--- src/rtl/i2c_eep_pkg.sv ---
package i2c_eep_pkg;

    typedef enum logic [2:0] {
        OP_START,
        OP_RSTART,
        OP_STOP,
        OP_WRITE,
        OP_READ
    } bus_op_e;

    typedef enum logic [3:0] {
        S_IDLE,
        S_START,
        S_CTRL,
        S_WADDR,
        S_WDATA,
        S_RSTART,
        S_RCTRL,
        S_RDATA,
        S_RETRY_STOP,
        S_END_STOP,
        S_PSTART,
        S_PCTRL,
        S_PSTOP,
        S_DONE
    } seq_state_e;

    typedef enum logic [2:0] {
        E_IDLE,
        E_START,
        E_RSTART,
        E_STOP,
        E_BIT
    } phy_state_e;

endpackage

--- src/rtl/i2c_eep_tick.sv ---
module i2c_eep_tick #(
    parameter int DIV = 125
) (
    input  logic clk,
    input  logic rst_n,
    output logic tick
);
    localparam int CW = (DIV > 1) ? $clog2(DIV) : 1;
    localparam logic [CW-1:0] LAST = CW'(DIV - 1);

    logic [CW-1:0] cnt;

    always_ff @(posedge clk or negedge rst_n) begin
        if (!rst_n) begin
            cnt  <= '0;
            tick <= 1'b0;
        end else if (cnt == LAST) begin
            cnt  <= '0;
            tick <= 1'b1;
        end else begin
            cnt  <= cnt + 1'b1;
            tick <= 1'b0;
        end
    end

    AST_TICK_GAP: assert property (@(posedge clk) disable iff (!rst_n) tick |=> !tick) else $error("tick gap");

endmodule

--- src/rtl/i2c_eep_phy.sv ---
module i2c_eep_phy
    import i2c_eep_pkg::*;
(
    input  logic    clk,
    input  logic    rst_n,
    input  logic    tick,
    input  logic    op_valid,
    input  bus_op_e op,
    input  logic [7:0] tx_byte,
    input  logic    send_nack,
    input  logic    sda_in,
    output logic    op_done,
    output logic [7:0] rx_byte,
    output logic    ack_seen,
    output logic    scl_lo,
    output logic    sda_lo,
    output logic    idle
);
    phy_state_e  state;
    logic [1:0]  ph;
    logic [3:0]  bitn;
    logic [7:0]  shreg;
    logic        is_rd;
    logic        nack_q;

    assign rx_byte = shreg;
    assign idle    = (state == E_IDLE);

    always_ff @(posedge clk or negedge rst_n) begin
        if (!rst_n) begin
            state    <= E_IDLE;
            ph       <= '0;
            bitn     <= '0;
            shreg    <= '0;
            is_rd    <= 1'b0;
            nack_q   <= 1'b0;
            scl_lo   <= 1'b0;
            sda_lo   <= 1'b0;
            op_done  <= 1'b0;
            ack_seen <= 1'b0;
        end else begin
            op_done <= 1'b0;
            unique case (state)
                E_IDLE: begin
                    if (op_valid) begin
                        ph   <= '0;
                        bitn <= '0;
                        unique case (op)
                            OP_START:  state <= E_START;
                            OP_RSTART: state <= E_RSTART;
                            OP_STOP:   state <= E_STOP;
                            default: begin
                                state  <= E_BIT;
                                is_rd  <= (op == OP_READ);
                                shreg  <= (op == OP_READ) ? 8'hFF : tx_byte;
                                nack_q <= send_nack;
                            end
                        endcase
                    end
                end
                E_START: begin
                    if (tick) begin
                        ph <= ph + 1'b1;
                        unique case (ph)
                            2'd0: begin
                                sda_lo <= 1'b0;
                                scl_lo <= 1'b0;
                            end
                            2'd1: sda_lo <= 1'b1;
                            default: begin
                                scl_lo  <= 1'b1;
                                op_done <= 1'b1;
                                state   <= E_IDLE;
                            end
                        endcase
                    end
                end
                E_RSTART: begin
                    if (tick) begin
                        ph <= ph + 1'b1;
                        unique case (ph)
                            2'd0: sda_lo <= 1'b0;
                            2'd1: scl_lo <= 1'b0;
                            2'd2: sda_lo <= 1'b1;
                            default: begin
                                scl_lo  <= 1'b1;
                                op_done <= 1'b1;
                                state   <= E_IDLE;
                            end
                        endcase
                    end
                end
                E_STOP: begin
                    if (tick) begin
                        ph <= ph + 1'b1;
                        unique case (ph)
                            2'd0: sda_lo <= 1'b1;
                            2'd1: scl_lo <= 1'b0;
                            default: begin
                                sda_lo  <= 1'b0;
                                op_done <= 1'b1;
                                state   <= E_IDLE;
                            end
                        endcase
                    end
                end
                E_BIT: begin
                    if (tick) begin
                        ph <= ph + 1'b1;
                        unique case (ph)
                            2'd0: begin
                                if (bitn == 4'd8) sda_lo <= is_rd ? !nack_q : 1'b0;
                                else              sda_lo <= is_rd ? 1'b0 : !shreg[7];
                            end
                            2'd1: scl_lo <= 1'b0;
                            2'd2: begin
                                if (bitn == 4'd8) ack_seen <= !sda_in;
                                else              shreg    <= {shreg[6:0], sda_in};
                            end
                            default: begin
                                scl_lo <= 1'b1;
                                if (bitn == 4'd8) begin
                                    op_done <= 1'b1;
                                    state   <= E_IDLE;
                                end else begin
                                    bitn <= bitn + 1'b1;
                                end
                            end
                        endcase
                    end
                end
                default: state <= E_IDLE;
            endcase
        end
    end

    AST_SDA_STEADY_SCL_HIGH: assert property (@(posedge clk) disable iff (!rst_n)
        (state == E_BIT && !scl_lo && !$past(scl_lo)) |-> $stable(sda_lo)) else $error("sda moved with scl high");

endmodule

--- src/rtl/i2c_eep_seq.sv ---
module i2c_eep_seq
    import i2c_eep_pkg::*;
#(
    parameter logic [6:0] DEV_ADDR = 7'h50,
    parameter int ADDR_W   = 4,
    parameter int POLL_MAX = 100
) (
    input  logic              clk,
    input  logic              rst_n,
    input  logic              cmd_valid,
    input  logic              cmd_read,
    input  logic [ADDR_W-1:0] cmd_addr,
    input  logic [7:0]        cmd_wdata,
    output logic              busy,
    output logic              done,
    output logic              err_nack,
    output logic              err_timeout,
    output logic [7:0]        rd_data,
    output logic              op_valid,
    output bus_op_e           op,
    output logic [7:0]        tx_byte,
    output logic              send_nack,
    input  logic              op_done,
    input  logic              ack_seen,
    input  logic [7:0]        rx_byte
);
    localparam int TW = $clog2(POLL_MAX + 1);
    localparam logic [TW-1:0] TRY_LIM = TW'(POLL_MAX);
    localparam logic [7:0] CTRL_WR = {DEV_ADDR, 1'b0};
    localparam logic [7:0] CTRL_RD = {DEV_ADDR, 1'b1};

    seq_state_e        state, state_n;
    logic              issued;
    logic              rd_q;
    logic [ADDR_W-1:0] addr_q;
    logic [7:0]        wdata_q;
    logic [TW-1:0]     tries;
    logic              poll_ok;
    logic              limit;

    assign limit = (tries == TRY_LIM);

    always_comb begin
        state_n = state;
        unique case (state)
            S_IDLE:       if (cmd_valid) state_n = S_START;
            S_START:      if (op_done) state_n = S_CTRL;
            S_CTRL:       if (op_done) state_n = ack_seen ? S_WADDR : S_RETRY_STOP;
            S_WADDR:      if (op_done) state_n = !ack_seen ? S_END_STOP : (rd_q ? S_RSTART : S_WDATA);
            S_WDATA:      if (op_done) state_n = S_END_STOP;
            S_RSTART:     if (op_done) state_n = S_RCTRL;
            S_RCTRL:      if (op_done) state_n = ack_seen ? S_RDATA : S_END_STOP;
            S_RDATA:      if (op_done) state_n = S_END_STOP;
            S_RETRY_STOP: if (op_done) state_n = limit ? S_DONE : S_START;
            S_END_STOP:   if (op_done) state_n = (rd_q || err_nack) ? S_DONE : S_PSTART;
            S_PSTART:     if (op_done) state_n = S_PCTRL;
            S_PCTRL:      if (op_done) state_n = S_PSTOP;
            S_PSTOP:      if (op_done) state_n = (poll_ok || limit) ? S_DONE : S_PSTART;
            S_DONE:       state_n = S_IDLE;
            default:      state_n = S_IDLE;
        endcase
    end

    always_ff @(posedge clk or negedge rst_n) begin
        if (!rst_n) state <= S_IDLE;
        else        state <= state_n;
    end

    always_comb begin
        op        = OP_STOP;
        tx_byte   = CTRL_WR;
        send_nack = 1'b0;
        unique case (state)
            S_START, S_PSTART: op = OP_START;
            S_CTRL, S_PCTRL:   op = OP_WRITE;
            S_WADDR: begin
                op      = OP_WRITE;
                tx_byte = {{(8 - ADDR_W){1'b0}}, addr_q};
            end
            S_WDATA: begin
                op      = OP_WRITE;
                tx_byte = wdata_q;
            end
            S_RSTART: op = OP_RSTART;
            S_RCTRL: begin
                op      = OP_WRITE;
                tx_byte = CTRL_RD;
            end
            S_RDATA: begin
                op        = OP_READ;
                send_nack = 1'b1;
            end
            default: op = OP_STOP;
        endcase
    end

    assign op_valid = !issued && (state != S_IDLE) && (state != S_DONE);
    assign busy     = (state != S_IDLE);
    assign done     = (state == S_DONE);

    always_ff @(posedge clk or negedge rst_n) begin
        if (!rst_n) begin
            issued      <= 1'b0;
            rd_q        <= 1'b0;
            addr_q      <= '0;
            wdata_q     <= '0;
            tries       <= '0;
            poll_ok     <= 1'b0;
            err_nack    <= 1'b0;
            err_timeout <= 1'b0;
            rd_data     <= '0;
        end else begin
            if (state_n != state) issued <= 1'b0;
            else if (op_valid)    issued <= 1'b1;

            if (state == S_IDLE && cmd_valid) begin
                rd_q        <= cmd_read;
                addr_q      <= cmd_addr;
                wdata_q     <= cmd_wdata;
                tries       <= '0;
                err_nack    <= 1'b0;
                err_timeout <= 1'b0;
            end

            if (op_done) begin
                unique case (state)
                    S_CTRL, S_PCTRL: begin
                        poll_ok <= ack_seen;
                        if (!ack_seen) tries <= tries + 1'b1;
                    end
                    S_WADDR, S_WDATA, S_RCTRL: if (!ack_seen) err_nack <= 1'b1;
                    S_RDATA:      rd_data <= rx_byte;
                    S_RETRY_STOP: if (limit) err_timeout <= 1'b1;
                    S_END_STOP:   tries <= '0;
                    S_PSTOP:      if (!poll_ok && limit) err_timeout <= 1'b1;
                    default: ;
                endcase
            end
        end
    end

    AST_BUSY_ENDS_AT_DONE: assert property (@(posedge clk) disable iff (!rst_n) $fell(busy) |-> $past(done)) else $error("busy fell early");
    AST_DONE_ONE_CYCLE: assert property (@(posedge clk) disable iff (!rst_n) done |=> !done) else $error("done too long");
    AST_ERR_EXCLUSIVE: assert property (@(posedge clk) disable iff (!rst_n) !(err_nack && err_timeout)) else $error("both errors");
    AST_TRIES_BOUND: assert property (@(posedge clk) disable iff (!rst_n) tries <= TRY_LIM) else $error("tries overflow");

endmodule

--- src/rtl/i2c_eeprom_master.sv ---
module i2c_eeprom_master
    import i2c_eep_pkg::*;
#(
    parameter logic [6:0] DEV_ADDR = 7'h50,
    parameter int ADDR_W   = 4,
    parameter int DIV      = 125,
    parameter int POLL_MAX = 100
) (
    input  logic              clk,
    input  logic              rst_n,
    input  logic              cmd_valid,
    input  logic              cmd_read,
    input  logic [ADDR_W-1:0] cmd_addr,
    input  logic [7:0]        cmd_wdata,
    output logic              busy,
    output logic              done,
    output logic              err_nack,
    output logic              err_timeout,
    output logic [7:0]        rd_data,
    output logic              scl_pull,
    output logic              sda_pull,
    input  logic              sda_in
);
    logic       tick;
    logic       op_valid;
    bus_op_e    op;
    logic [7:0] tx_byte;
    logic       send_nack;
    logic       op_done;
    logic       ack_seen;
    logic [7:0] rx_byte;
    logic       phy_idle;

    i2c_eep_tick #(.DIV(DIV)) u_tick (
        .clk  (clk),
        .rst_n(rst_n),
        .tick (tick)
    );

    i2c_eep_seq #(
        .DEV_ADDR(DEV_ADDR),
        .ADDR_W  (ADDR_W),
        .POLL_MAX(POLL_MAX)
    ) u_seq (
        .clk        (clk),
        .rst_n      (rst_n),
        .cmd_valid  (cmd_valid),
        .cmd_read   (cmd_read),
        .cmd_addr   (cmd_addr),
        .cmd_wdata  (cmd_wdata),
        .busy       (busy),
        .done       (done),
        .err_nack   (err_nack),
        .err_timeout(err_timeout),
        .rd_data    (rd_data),
        .op_valid   (op_valid),
        .op         (op),
        .tx_byte    (tx_byte),
        .send_nack  (send_nack),
        .op_done    (op_done),
        .ack_seen   (ack_seen),
        .rx_byte    (rx_byte)
    );

    i2c_eep_phy u_phy (
        .clk      (clk),
        .rst_n    (rst_n),
        .tick     (tick),
        .op_valid (op_valid),
        .op       (op),
        .tx_byte  (tx_byte),
        .send_nack(send_nack),
        .sda_in   (sda_in),
        .op_done  (op_done),
        .rx_byte  (rx_byte),
        .ack_seen (ack_seen),
        .scl_lo   (scl_pull),
        .sda_lo   (sda_pull),
        .idle     (phy_idle)
    );

    AST_OP_ONLY_WHEN_PHY_IDLE: assert property (@(posedge clk) disable iff (!rst_n) op_valid |-> phy_idle) else $error("op while phy busy");
    AST_BUS_FREE_WHEN_IDLE: assert property (@(posedge clk) disable iff (!rst_n) (!busy && $past(!busy)) |-> (!scl_pull && !sda_pull)) else $error("bus held while idle");

endmodule

--- config.mk ---
export PLATFORM = sky130hd
export DESIGN_NAME = i2c_eeprom_master
export DESIGN_NICKNAME = d
export VERILOG_FILES = /design/src/rtl/i2c_eep_pkg.sv /design/src/rtl/i2c_eep_tick.sv /design/src/rtl/i2c_eep_phy.sv /design/src/rtl/i2c_eep_seq.sv /design/src/rtl/i2c_eeprom_master.sv
export SDC_FILE = /design/constraint.sdc
export NUM_CORES = 1
export LEC_CHECK = 0
export ABC_AREA = 1
export BUFFER_PORTS_ARGS = -buffer_cell sky130_fd_sc_hd__buf_2
export CORE_UTILIZATION = 30
export DETAILED_ROUTE_END_ITERATION = 6
export PLACE_DENSITY_LB_ADDON = 0.15
export SYNTH_ARGS = -nofsm -noshare
export SYNTH_HDL_FRONTEND = slang
export SYNTH_HIERARCHICAL = 1
export SYNTH_SLANG_ARGS = --single-unit
--- constraint.sdc ---
create_clock -name clk -period 2.6 [get_ports clk]
set_input_delay 0.78 -clock clk [delete_from_list [all_inputs] [get_ports clk]]
set_output_delay 0.78 -clock clk [all_outputs]
set_load 0.01 [all_outputs]
# [Word level (Yosys, flattened, before mapping)]
# Index checks and enable logic that the tools add are counted.
[word_totals] register_bits=67 wordCells=211 inputBits=17
[classes] n_reduce_logical=43 bitwise_logic=1 addsub=4 mux=92 n_eq_ne=49
[op_table] op="two-way mux 4 bit" n=20
[op_table] op="two-way mux 8 bit" n=6
[op_table] op="case mux 4 bit (12 select lines)" n=1
[op_table] op="two-way mux 1 bit" n=32
[op_table] op="two-way mux 3 bit" n=10
[op_table] op="equality test 4 bit, second input constant" n=7
[op_table] op="two-way mux 7 bit" n=4
[op_table] op="inequality test 2 bit, second input constant" n=13
[op_table] op="case mux 3 bit (4 select lines)" n=2
[op_table] op="case mux 8 bit (3 select lines)" n=1
[op_table] op="equality test 4 x 3 -> 1 bit, second input constant" n=4
[op_table] op="case mux 8 bit (2 select lines)" n=1
[op_table] op="adder 7 x 1 -> 7 bit, second input constant" n=2
[op_table] op="equality test 7 bit, second input constant" n=2
[op_table] op="inequality test 2 x 1 -> 1 bit, second input constant" n=7
[op_table] op="case mux 7 bit (2 select lines)" n=1
[op_table] op="OR reduction 2 bit" n=7
[op_table] op="case mux 1 bit (2 select lines)" n=6
[op_table] op="equality test 3 x 2 -> 1 bit, second input constant" n=3
[op_table] op="case mux 3 bit (3 select lines)" n=1
[op_table] op="AND reduction 9 bit" n=1
[op_table] op="OR reduction 3 bit" n=3
[op_table] op="equality test 4 x 2 -> 1 bit, second input constant" n=2
[op_table] op="case mux 4 bit (2 select lines)" n=1
[op_table] op="33 further kinds" n=52

# [Longest topological paths before layout]
[depth] ltp_word=8 mapped_depth=14

# [Cells and area by module]
# Netlist, hierarchy kept.
[by_module_without_submodules] mod="i2c_eep_seq" seq_area_each_um2=900.9 n_inst=1 cells_per_inst=256 area_each_um2=2092.0
[by_module_without_submodules] mod="i2c_eep_phy" seq_area_each_um2=575.6 n_inst=1 cells_per_inst=203 area_each_um2=1566.5
[by_module_without_submodules] mod="i2c_eep_tick" seq_area_each_um2=200.2 n_inst=1 cells_per_inst=44 area_each_um2=389.1

# [Least setup slack after synthesis]
# OpenSTA, ideal clock, no wires.
[synth_timing] path_kind="flip-flop to flip-flop" from="register u_seq.state[0]" to="register u_phy.shreg[0] (netlist: u_phy/rx_byte[0])" t_required_ns=2.478 arrival_time_ns=1.831 setup_slack_ns=0.647 path_stages_with_launch=11 setup_time_ns=0.122 cell_sequence="dfrtp_1 buf_4 nand2_1 nor2_2 nor4_1 nand2_1 a21oi_1 o21ai_2 nand3_4 buf_6 o21ai_2"
[synth_between] elab_chain_len=8 elab_cells_between_ends=29 cone_classes="eq/ne: 15; mux: 6; reduce/logical: 8"
[synth_lines] element="from (decl)" line_no="i2c_eep_seq.sv:32" text="seq_state_e state, state_n;"
[synth_lines] element="from (signal assigned)" line_no="i2c_eep_seq.sv:66" text="else state <= state_n;"
[synth_lines] element="equality test 4 x 2 -> 1 bit, or another cell as far along" line_no="i2c_eep_seq.sv:73" text="unique case (state)"
[synth_lines] element="OR reduction 5 bit (no source line) / OR reduction 2 bit (equally long branches)"
[synth_lines] element="case mux 3 bit (4 select lines) *" line_no="i2c_eep_seq.sv:73"
[synth_lines] element="net op[0]" line_no="i2c_eeprom_master.sv:26" text="bus_op_e op;"
[synth_lines] element="equality test 3 bit" line_no="i2c_eep_phy.sv:55" text="shreg <= (op == OP_READ) ? 8'hFF : tx_byte;"
[synth_lines] element="two-way mux 8 bit" line_no="i2c_eep_phy.sv:55"
[synth_lines] element="two-way mux 8 bit" line_no="i2c_eep_phy.sv:48" text="unique case (op)"
[synth_lines] element="two-way mux 8 bit" line_no="i2c_eep_phy.sv:45" text="if (op_valid) begin"
[synth_lines] element="case mux 8 bit (2 select lines)" line_no="i2c_eep_phy.sv:43" text="unique case (state)"
[synth_lines] element="to (signal assigned)" line_no="i2c_eep_phy.sv:55"
[synth_lines] element="to (signal assigned)" line_no="i2c_eep_phy.sv:118" text="else shreg <= {shreg[6:0], sda_in};"
[synth_lines] element="to (decl)" line_no="i2c_eep_phy.sv:22" text="logic [7:0] shreg;"
# Mark *: on every way through the listed nets, which the timed path passes. The rest lies on a longest branch. The select of a mux whose other input is x is not followed.
# A chain may end at the register's enable or synchronous reset.

# [Worst setup path in the final report]
[layout_timing] from="register u_seq.state[1]" to="output port done"
[layout_between] elab_chain_len=1
[layout_lines] element="equality test 4 bit" line_no="i2c_eep_seq.sv:99" text="assign done = (state == S_DONE);"
[layout_lines] element="to (decl)" line_no="i2c_eeprom_master.sv:16" text="output logic done,"
# No other way between the ends.

==> summary.log <==
qor: logic_synthesis.synth_seq_cells 67
qor: drt.drcViolationCount 0
qor: clocking.clock_latency 0.34 ns
qor: outcome.outcome finished, final reports clean
qor: die.num_rows 42
qor: placement.gp_routability_congestion 0.901
qor: logic_synthesis.synth_sequential_area_ratio 41.4%
qor: setup_path.worstPathArrival 1.54 ns
qor: logic_synthesis.postSynthNetCount 530
qor: setup_path.critPathSlowestCell dfrtp_1
qor: flow_run.drv_cap 0
qor: pwr.design_power_total 2.33 mW
qor: clocking.cts_root_buf clkbuf_16
qor: setup_path.timing.critical_path.slowest_cell_delay 0.47 ns
qor: die.die_y 118 microns
qor: logic_synthesis.post_synth_fa_ha_maj_area_fraction 3.09%
qor: sta.fmaxAchievable 0.431 GHz
qor: setup_path.crit_path_cell_trace inv_2, nand2_1, nor3_1, buf_2
qor: pwr.ir_drop 0.296 mV
qor: setup_path.setup.worst_path.start_class register
qor: logic_synthesis.postSynth.asyncResetShare 100%
qor: drt.routed_via_density 4.69
qor: final_layout.antenna_cells 0
qor: sta.report.final.setup_viol 0
qor: logic_synthesis.edff_count_synth 0
qor: drt.drt_pre_antenna_iters 4
qor: pwr.cell_internal_pwr 1.82 mW
qor: sta.fin_hold_ws 0.462 ns
qor: pwr.power_frac_seq 44.8%
qor: global_route.grt_first_pass_wirelength 16100 microns
qor: global_route.global_route.usage.total 14.7%
qor: logic_synthesis.yosys.area_share.xor_xnor 1.73%
qor: pwr.power.clock.fraction 53.7%
qor: clocking.clk_transition_reported_paths 0.05 ns
qor: logic_synthesis.synthMuxAreaShare 5.38%
qor: die.ioPinCount 31
qor: setup_path.cp.required 1.82 ns
qor: pwr.switching_component_of_the_power 0.508 mW
qor: die.floorplan.die_area 14000 sq um
qor: clocking.post_cts.resized_instances 0
qor: sta.fin_worst_skew 0.00523 ns
qor: global_route.number_of_antenna_violations_at_the_first_check_in_global_routing 0
qor: pwr.pwr-share-comb 1.6%
qor: die.initial_utilization 30.7%
qor: final_layout.design.final.nets 566
qor: clocking.post-cts-setup-buffer-count 0
qor: pwr.power.density 497 nW/um^2
qor: sta.max_slew.worst_pin.slew 0.440 ns
qor: final_layout.area_growth_syn_to_layout 15.7%
qor: setup_path.kind_of_capture_point_of_the_worst_setup_path output port
qor: placement.port_buffers 30
qor: logic_synthesis.yosysUniqueCellTypes 42
qor: setup_path.crit_type register to output port
qor: sta.postLayoutSetupSlackWorst 0.282 ns
qor: final_layout.final_common_cell nand2_1
qor: sta.finalWorstPathRequiredPeriod 2.32 ns
qor: logic_synthesis.synth.avg_cell_area 8.05 sq um
qor: global_route.largest_net_degree_at_the_start_of_global_routing 68
qor: clocking.cts_buffers 9
qor: logic_synthesis.netlist_area_pre_place 4050 sq um
qor: setup_path.critPathBufInv 2
qor: sta.final.setup.tns 0 ns
qor: die.die_width 118 microns
qor: final_layout.final_layout_size_suffix_gt1_share 22.2%
qor: logic_synthesis.synth_compound_gate_area_share 11.0%
qor: logic_synthesis.yosysWarnings 6
qor: placement.detailedPlacementHpwl 6940 microns
qor: clocking.cts_tree done
qor: pwr.power_leakage 2.33 nW
qor: min_path.worstHoldPathType input pin to asynchronous set/reset pin
qor: clocking.maximum_count_of_clock_buffers_along_a_single_path 2
qor: drt.drt-wirelength-per-cell 13.2 microns
qor: logic_synthesis.combinational_family_with_the_most_area_after_synthesis simple AND/OR/NAND/NOR gates
qor: clocking.cts.sinks 67
qor: die.design.core.area 13200 sq um
qor: sta.finalHoldViolCount 0
qor: clocking.cts-htree-levels 3
qor: logic_synthesis.synth_flop_cell dfrtp_1
qor: setup_path.critPathMaxFanout 9
qor: global_route.via_count_of_the_first_global_routing_pass 3253
qor: placement.number_of_placed_cells_counting_well_taps 704
qor: drt.routed-via-count 3376
qor: sta.grt_setup_unrepaired false
qor: final_layout.layout.cells.most_common_list 128 x nand2_1, 67 x dfrtp_1, 66 x nor2_1
qor: drt.postRouteWirelength 9500 microns
qor: logic_synthesis.synth_simple_gate_area_share 30.6%
qor: clocking.count_of_hold_fix_buffers_inserted_at_cts 0
qor: setup_path.largest_delay_share_family_worst_path flip-flops
qor: logic_synthesis.postSynthCellCount 503
qor: drt.post_route_ant_nets 0
qor: final_layout.fin_cells 720
qor: global_route.gr-total-overflow 0
qor: sta.final-max-slew-violation-count 0
qor: sta.post-route-period-util 89.2%
qor: drt.drc_violation_total_after_the_first_tritonroute_iteration 179
qor: pwr.sw_frac_of_total 21.8%
qor: placement.place_ws 0.449 ns
qor: sta.timing.slew.headroom 70.7%
## kinds of logic (layout without fill, tap and decap cells)
kind of cell,after synthesis,in the layout
simple gates,271,271
compound gates,68,68
flops,67,67
buf+inv,60,101
mux,19,19
fa+ha+maj,10,10
xor+xnor,8,8
## metal layers
| layer | up-vias | GRT usage (%) | share of wire (%) |
|---|---|---|---|
| met4 | 0 | 6.97 | 1.7 |
| met3 | 10 | 2.75 | 3.3 |
| met2 | 58 | 22.4 | 45 |
| met5 | - | 0 | 0 |
| li1 | 1726 | - | - |
| met1 | 1582 | 20.2 | 50 |
## Yosys cell counts, drive strengths merged (5+ instances only)
| cell type | instances | area, sq um |
|---|---|---|
| a21oi | 14 | 73.8 |
| buf | 9 | 78.8 |
| dfrtp | 67 | 1680 |
| ha | 10 | 125 |
| inv | 50 | 190 |
| mux2 | 19 | 218 |
| nand2 | 140 | 576 |
| nand3 | 39 | 228 |
| nand4 | 5 | 31.3 |
| nor2 | 78 | 343 |
| o21ai | 30 | 195 |
| o22ai | 10 | 62.6 |
| xor2 | 5 | 43.8 |
## path summary, 6_finish.rpt
| check | startpoint | endpoint | slack [ns] | cells after the start |
|---|---|---|---|---|
| hold / removal | rst_n | u_seq/tries[1] | 0.46 | 2 |
| setup reg to reg | u_seq/state[0] | u_phy/rx_byte[1] | 0.39 | 9 |
| hold reg to reg | u_phy/sda_lo | u_phy/sda_lo | 0.46 | 2 |
| min in group clk | u_phy/sda_lo | u_phy/sda_lo | 0.46 | 2 |
| setup / recovery | u_seq/state[1] | done | 0.28 | 4 |
| max in group asynchronous | rst_n | u_seq/wdata_q[1] | 1.84 | 2 |
## final cells by class
type | count | area, sq um
tap | 176 | 220
fill | 1361 | 8510
timing repair buffer | 34 | 193
sequential | 67 | 1680
clock inverter | 6 | 63.8
clock buffer | 10 | 239
multi-input combinational | 376 | 2100
inverter | 51 | 195
## stage by stage
| step | cell area (sq um) | utilization (%) |
|---|---|---|
| after detailed placement | 4380 | 33.2 |
| after global routing | 4680 | 35.5 |
| after CTS | 4680 | 35.5 |
| after floorplan | 4050 | - |
| after global placement | 4380 | 33.2 |
| final | 4680 | 35.5 |
## power groups by stage
stage | registers (mW) | logic (mW) | clock network (mW)
detailed placement | 1.06 | 0.0390 | 0
global placement | 1.06 | 0.0387 | 0
CTS | 1.04 | 0.0390 | 1.29
floorplan | 1.06 | 0.000224 | 0
global route | 1.04 | 0.0427 | 1.33
finish | 1.04 | 0.0364 | 1.25
## sequential cells by signal (all words and copies together), names as in the netlist, 2 cells and up
| register | count |
|---|---|
| u_seq/state | 4 |
| u_seq/tries | 7 |
| u_phy/bitn | 4 |
| u_seq/wdata_q | 8 |
| u_phy/ph | 2 |
| u_phy/state | 3 |
| u_phy/rx_byte | 8 |
| u_seq/rd_data | 8 |
| u_seq/addr_q | 4 |
| u_tick/cnt | 7 |
No activity file was read; power rests on OpenSTA's default activity.
